**src/rtl/mfe_pkg.sv**
```systemverilog
package mfe_pkg;

    typedef enum logic [1:0] {
        KIND_LOAD  = 2'b00,
        KIND_STORE = 2'b01,
        KIND_FETCH = 2'b10,
        KIND_RSVD  = 2'b11
    } acc_kind_e;

    localparam int unsigned CODE_PROT_DATA  = 16;
    localparam int unsigned CODE_PROT_FETCH = 17;
    localparam int unsigned CODE_MISS_DATA  = 18;
    localparam int unsigned CODE_MISS_FETCH = 19;
    localparam int unsigned STORE_FLAG_BIT  = 10;

endpackage

```
**src/rtl/mfe_avail.sv**
```systemverilog
module mfe_avail (
    input  logic cfg_has_mmu,
    input  logic cfg_full,
    input  logic cfg_ext_mmu,
    input  logic msr_vm,
    output logic xlate_on
);
    logic present;

    always_comb begin
        present  = cfg_has_mmu && !(cfg_full && !cfg_ext_mmu);
        xlate_on = present && msr_vm;
    end
endmodule

```
**src/rtl/mfe_xlate.sv**
```systemverilog
module mfe_xlate #(
    parameter int unsigned AW        = 32,
    parameter int unsigned PAGE_BITS = 10
) (
    input  logic [AW-1:0] vaddr,
    input  logic [AW-1:0] vbase,
    input  logic [AW-1:0] pbase,
    output logic [AW-1:0] paddr
);
    localparam logic [AW-1:0] OFF_MASK = AW'((64'd1 << PAGE_BITS) - 64'd1);

    logic [AW-1:0] vpage;
    logic [AW-1:0] ppage;

    always_comb begin
        vpage = vaddr & ~OFF_MASK;
        ppage = pbase + (vpage - vbase);
        paddr = (ppage & ~OFF_MASK) | (vaddr & OFF_MASK);
    end
endmodule

```
**src/rtl/mfe_code.sv**
```systemverilog
module mfe_code #(
    parameter int unsigned ESR_W = 32
) (
    input  logic             prot_err,
    input  logic [1:0]       kind,
    output logic [ESR_W-1:0] code
);
    import mfe_pkg::*;

    logic is_fetch;
    logic is_store;

    always_comb begin
        is_fetch = (kind == KIND_FETCH);
        is_store = (kind == KIND_STORE);
        if (prot_err)
            code = is_fetch ? ESR_W'(CODE_PROT_FETCH) : ESR_W'(CODE_PROT_DATA);
        else
            code = is_fetch ? ESR_W'(CODE_MISS_FETCH) : ESR_W'(CODE_MISS_DATA);
        code[STORE_FLAG_BIT] = is_store;
    end
endmodule

```
**src/rtl/mmu_fault_enc.sv**
```systemverilog
module mmu_fault_enc #(
    parameter int unsigned AW        = 32,
    parameter int unsigned PAGE_BITS = 10,
    parameter int unsigned ESR_W     = 32
) (
    input  logic             clk,
    input  logic             rst_n,
    input  logic             req_valid,
    input  logic [AW-1:0]    req_addr,
    input  logic [1:0]       req_kind,
    input  logic             lu_hit,
    input  logic             lu_prot,
    input  logic [AW-1:0]    lu_vbase,
    input  logic [AW-1:0]    lu_pbase,
    input  logic             cfg_has_mmu,
    input  logic             cfg_full,
    input  logic             cfg_ext_mmu,
    input  logic             msr_vm,
    input  logic             mmu_exc_busy,
    output logic             pa_valid,
    output logic             pa_bypass,
    output logic [AW-1:0]    pa_addr,
    output logic             fault,
    output logic             recur_err,
    output logic [AW-1:0]    ear,
    output logic [ESR_W-1:0] esr
);
    typedef struct packed {
        logic             pa_valid;
        logic             pa_bypass;
        logic [AW-1:0]    pa_addr;
        logic             fault;
        logic             recur;
        logic [AW-1:0]    ear;
        logic [ESR_W-1:0] esr;
    } st_t;

    st_t st_d, st_q;

    logic             xlate_on;
    logic [AW-1:0]    xl_addr;
    logic [ESR_W-1:0] fault_code;

    mfe_avail u_avail (
        .cfg_has_mmu (cfg_has_mmu),
        .cfg_full    (cfg_full),
        .cfg_ext_mmu (cfg_ext_mmu),
        .msr_vm      (msr_vm),
        .xlate_on    (xlate_on)
    );

    mfe_xlate #(.AW(AW), .PAGE_BITS(PAGE_BITS)) u_xlate (
        .vaddr (req_addr),
        .vbase (lu_vbase),
        .pbase (lu_pbase),
        .paddr (xl_addr)
    );

    mfe_code #(.ESR_W(ESR_W)) u_code (
        .prot_err (lu_prot),
        .kind     (req_kind),
        .code     (fault_code)
    );

    always_comb begin
        st_d           = st_q;
        st_d.pa_valid  = 1'b0;
        st_d.pa_bypass = 1'b0;
        st_d.fault     = 1'b0;
        st_d.recur     = 1'b0;
        if (req_valid) begin
            if (!xlate_on) begin
                st_d.pa_valid  = 1'b1;
                st_d.pa_bypass = 1'b1;
                st_d.pa_addr   = req_addr;
            end else if (lu_hit) begin
                st_d.pa_valid  = 1'b1;
                st_d.pa_addr   = xl_addr;
            end else begin
                st_d.fault     = 1'b1;
                st_d.recur     = mmu_exc_busy;
                st_d.ear       = req_addr;
                st_d.esr       = fault_code;
            end
        end
    end

    always_ff @(posedge clk) begin
        if (!rst_n) st_q <= '0;
        else        st_q <= st_d;
    end

    assign pa_valid  = st_q.pa_valid;
    assign pa_bypass = st_q.pa_bypass;
    assign pa_addr   = st_q.pa_addr;
    assign fault     = st_q.fault;
    assign recur_err = st_q.recur;
    assign ear       = st_q.ear;
    assign esr       = st_q.esr;
endmodule

```
**config.mk**
```make
export PLATFORM = sky130hd
export DESIGN_NAME = mmu_fault_enc
export DESIGN_NICKNAME = d
export VERILOG_FILES = /design/src/rtl/mfe_pkg.sv /design/src/rtl/mfe_avail.sv /design/src/rtl/mfe_xlate.sv /design/src/rtl/mfe_code.sv /design/src/rtl/mmu_fault_enc.sv
export SDC_FILE = /design/constraint.sdc
export NUM_CORES = 1
export LEC_CHECK = 0
export BUFFER_PORTS_ARGS = -buffer_cell sky130_fd_sc_hd__buf_2
export CAP_MARGIN = 10
export CORE_MARGIN = 1.5
export CORE_UTILIZATION = 55
export CTS_CLUSTER_SIZE = 14
export DETAILED_ROUTE_END_ITERATION = 12
export GPL_ROUTABILITY_DRIVEN = 1
export PLACE_DENSITY_LB_ADDON = 0.12
export SYNTH_ARGS = -nofsm -noshare
export SYNTH_HDL_FRONTEND = slang
export SYNTH_HIERARCHICAL = 1
export SYNTH_SLANG_ARGS = --single-unit
export TNS_END_PERCENT = 5
```
**constraint.sdc**
```tcl
create_clock -name clk -period 8.8 [get_ports clk]
set_clock_uncertainty 0.2 [all_clocks]
set_input_delay 0.88 -clock clk [delete_from_list [all_inputs] [get_ports clk]]
set_output_delay 0.88 -clock clk [all_outputs]
set_load 0.05 [all_outputs]
```
* Word level (Yosys, flattened, before mapping) *
Index checks and enable logic that the tools add are counted.

storage, ports and cells
  bits in registers = 100
  input port bits = 108
  output and inout bits = 100
  logic and storage cells = 36

operators by class
  $add $sub $neg = 2
  eq/ne operators = 3
  multiplexer cells = 9
  bitwise operators = 5
  reductions and logical operators = 10

operators with widths
  cell                  count
  $mux W32              3
  $mux W66              1
  $add A32 B32 Y32      1
  $or A32 B10 Y32       1
  $sub A32 B32 Y32      1
  $reduce_and A3 Y1     2
  $mux W1               5
  $not A1 Y1            4
  $reduce_and A2 Y1     2
  $reduce_or A4 Y1      1
  $logic_and A1 B1 Y1   3
  $eq A2 B1 Y1 const B  1
  $eq A2 B2 Y1 const B  1
  $logic_not A1 Y1      2
  $ne A2 B2 Y1 const B  1

* Longest topological paths before layout *
  word-level depth = 7
  depth in mapped cells = 13
  gate-level depth less buffers = 13

* Modules after synthesis *
The synthesis kept the hierarchy.

by module, submodules not included
  module         times used  cells each  area each (um^2)
  mmu_fault_enc  1           403         3826.2
  mfe_xlate      1           305         2240.9
  mfe_code       1           36          259.0
  mfe_avail      1           3           16.3

* Worst setup path before layout *
Ideal clock, no wire load.

  path kind = input to register
  from = input port req_addr[16]
  to = register st_q, in the netlist pa_addr[31]
  data arrival time = 3.395 ns
  data required time = 8.530 ns
  slack = 5.134 ns
  cell stages on the path = 13
  buffers on the path = 0
  cell sequence = inv_1 fa_1 inv_1 ha_1 a21oi_1 o211ai_1 a221oi_1 a2bb2oi_2 nand3_1 a311oi_2 xnor2_1 mux2i_1 o2bb2ai_1

on the way
  longest elaborated chain between the ends = 5

RTL lines
  item                    RTL line             text
  start: declaration      mmu_fault_enc.sv:9   input logic [AW-1:0] req_addr,
  $sub A32 B32 Y32        mfe_xlate.sv:17      ppage = pbase + (vpage - vbase);
  $add A32 B32 Y32        mfe_xlate.sv:17
  $or A32 B10 Y32         mfe_xlate.sv:18      paddr = (ppage & ~OFF_MASK) | (vaddr & OFF_MASK);
  via xl_addr[31]         mmu_fault_enc.sv:41  logic [AW-1:0] xl_addr;
  $mux W32                mmu_fault_enc.sv:76  end else if (lu_hit) begin
  $mux W32                mmu_fault_enc.sv:72  if (!xlate_on) begin
  end signal: assignment  mmu_fault_enc.sv:90  else st_q <= st_d;
  end: declaration        mmu_fault_enc.sv:38  st_t st_d, st_q;

The timed path passes the listed nets, and every way through them passes these cells. The select of a mux whose other input is x is not followed.
A chain may end at the register's enable or synchronous reset.

* Worst setup path in the final report *
Same ends and word-level chain as after synthesis.

==> out/qor.csv <==
metric;value;unit
grt_overflow;0;
num_rows;39;
htreeDepth;3;
setup_viol;0;
vias;5581;
syn_inst;747;
post_synth.cell_area_avg;8.490;sq um
setup.worst_path.end;pa_addr[31];
synth_edf_count;0;
hold_buffers;0;
ys_ff_latch;100;
synth_top_area_share;31.56;%
power;1.323;mW
place_area;7199;sq um
worst_path_most_repeated_cell;inv_1;
hold_class;reg2reg;
slowest_delay;0.53;ns
syn_to_final_growth;18.48;%
fin_util;66.38;%
grt_pass1_wl;24660;um
die_w;110.4;um
num_io_pins;208;
tns;0;ns
synth-async-reset-ratio;0;%
startpoint;req_addr[16];
io_buffers;207;
power_leakage;3.748;nW
cts_root_buf;clkbuf_16;
critPathTopFamily;compound AO/OA/AOI/OAI gates;
dieArea;12180;sq um
required;8.87;ns
post_cts_buffers;0;
coreArea;11320;sq um
critical_path_class;in2reg;
path_cells;buf_2 > inv_1 > fa_1 > inv_1 > ha_1 > a21oi_1 > o211ai_1 > a221oi_1 > a2bb2oi_2 > nand3_1 > a311oi_2 > xnor2_1 > mux2i_1 > o2bb2ai_1;
fin_nets;1084;
diodes;0;
tightest_slew;1.055;ns
cp_slowest_cell;fa_1;
cts_resized;0;
wl;15470;um
critical_path_buf_inv_count;3;
clock.fmax;262.2;MHz
rsz0062_at_grt;no;
outcome;finished, final reports clean;
drive_above_1_share;27.77;%
grt_pass1_vias;5222;
vias_per_cell;5.240;
ys.flop_type;dfxtp_1;
ff2ff_setup_slack;7.94;ns
cts_tree;built;
worst_slew_margin_rel;29.48;%
critPathCaptureType;flop;
ant_nets;0;
dr.pass1.iters;6;
worst-path-stages;14;
die_h;110.4;um
whs;0.2518;ns
grt_max_degree;95;
timing.rr.end;ear[4];
yosysSeqAreaShare;31.56;%
power_density;176.1;nW/um^2
avgRoutedWirePerCell;14.53;um
clkTransAtPathRegs;0.07;ns
yosys_warnings;6;
design_area;7515;sq um
yosysUniqueCellTypes;57;
fin_crit;3.814;ns
numCtsBuffers;9;
fin_crit_sh;43.34;%
start_kind;input pin;
post-dp-hpwl;11430;um
instances_no_fill;1065;
cp.arrival;3.89;ns
cts_sinks;100;
pre_cts_ws;4.684;ns
gp_congestion;0.8945;
initial_core_util;56.02;%
antenna_found_initial;0;
setup_slack;4.986;ns
drc;0;
syn_area;6342;sq um
grt.total_usage;25.82;%
clock_path_buffers;2;
path_max_fanout;6;
timing.rr.start;ear[4];
dpl.cell_count;1049;
worstSkewPairLatency;0.35;ns
max_cap_viol_count;0;
drt_iter0_markers;303;
slew_violations;0;
ys_top_cells_by_area;dfxtp_1 32%, ha_1 7.5%, fa_1 6.6%, inv_1 5.6%, mux2i_1 5.1%;
hold_viol;0;
irDropWorstVdd;0.1045;mV
rr_worst_depth;2;
synth_top_area_cell;dfxtp_1;
worst register-to-register path: cells and delay by family, from the launching register on:
| kind | cells | cell delay (ns) |
|---|---|---|
| AO/OA/AOI/OAI | 1 | 0.18 |
| flip-flops | 1 | 0.34 |
| AND/OR/NAND/NOR | 1 | 0.05 |
cells by family after synthesis:
logic type | synth area share [%]
flops | 31.56
buf+inv | 13.67
compound gates | 17.58
other cells | 0.1184
simple gates | 14.58
fa+ha+maj | 14.13
mux | 5.050
xor+xnor | 3.314
power breakdown:
group          switching [mW]  leakage [nW]  internal, mW
sequential            0.00990         0.814         0.471
clock                   0.187         0.156         0.234
combinational           0.266          2.78         0.156
layout by cell type (no fill, tap or decap), types with 3 or more instances in the layout:
cell       count
o21ai_2       10
buf_4          5
ha_1          38
xor2_1         9
a21oi_1       25
dfxtp_1      100
conb_1        29
and2_1         5
clkbuf_16      9
nor2_1        10
o21ai_0       56
nor3_1         4
buf_2        206
xnor2_1       15
inv_1         95
fa_1          21
o21ai_1       11
nand3_1       62
a21o_1         6
mux2i_1       32
nor2b_1        3
nand3_2       10
nand2_1       81
nand2b_1       4
o2bb2ai_1     32
sequential cells by signal (all words and copies together), names as in the netlist:
register	flops
ear	32
esr	32
fault	1
pa_addr	32
pa_bypass	1
pa_valid	1
recur_err	1
per-layer routing:
metal,GRT usage (%),up-vias,part of all wire (%)
met5,0,-,0
met4,9.524,0,1.9
met3,5.232,31,6.7
met2,41.18,183,47
met1,34.56,2568,44
li1,-,2799,-
how the worst min path moves through the flow:
stage,slack [ns],startpoint,cells after the start,to
final,0.25,ear[29],2,ear[29]
after floorplan,0.47,ear[31],2,ear[31]
after global routing,0.27,ear[26],2,ear[26]
after global placement,0.23,ear[31],2,ear[31]
after CTS,0.25,ear[26],2,ear[26]
after detailed placement,0.24,pa_addr[28],1,pa_addr[28]
cell usage after synthesis (all sizes together), types with 3 or more instances:
library cell	count
nor2	10
inv	95
a21oi	26
ha	38
nand3	72
dfxtp	100
and2	5
a21boi	3
buf	66
nand2	81
a21o	7
mux2i	32
fa	21
xnor2	15
o21ai	77
o2bb2ai	32
nor3	4
clkbuf	13
nor2b	3
xor2	9
nand2b	5
layout make-up:
class | instances | area [sq um]
fill | 1009 | 3806
tap | 143 | 178.9
multi-input combinational | 500 | 3593
clock buffer | 10 | 239.0
sequential | 100 | 2002
clock inverter | 6 | 76.32
timing repair buffer | 211 | 1069
inverter | 95 | 356.6
Power figures use the tool's default switching activity.
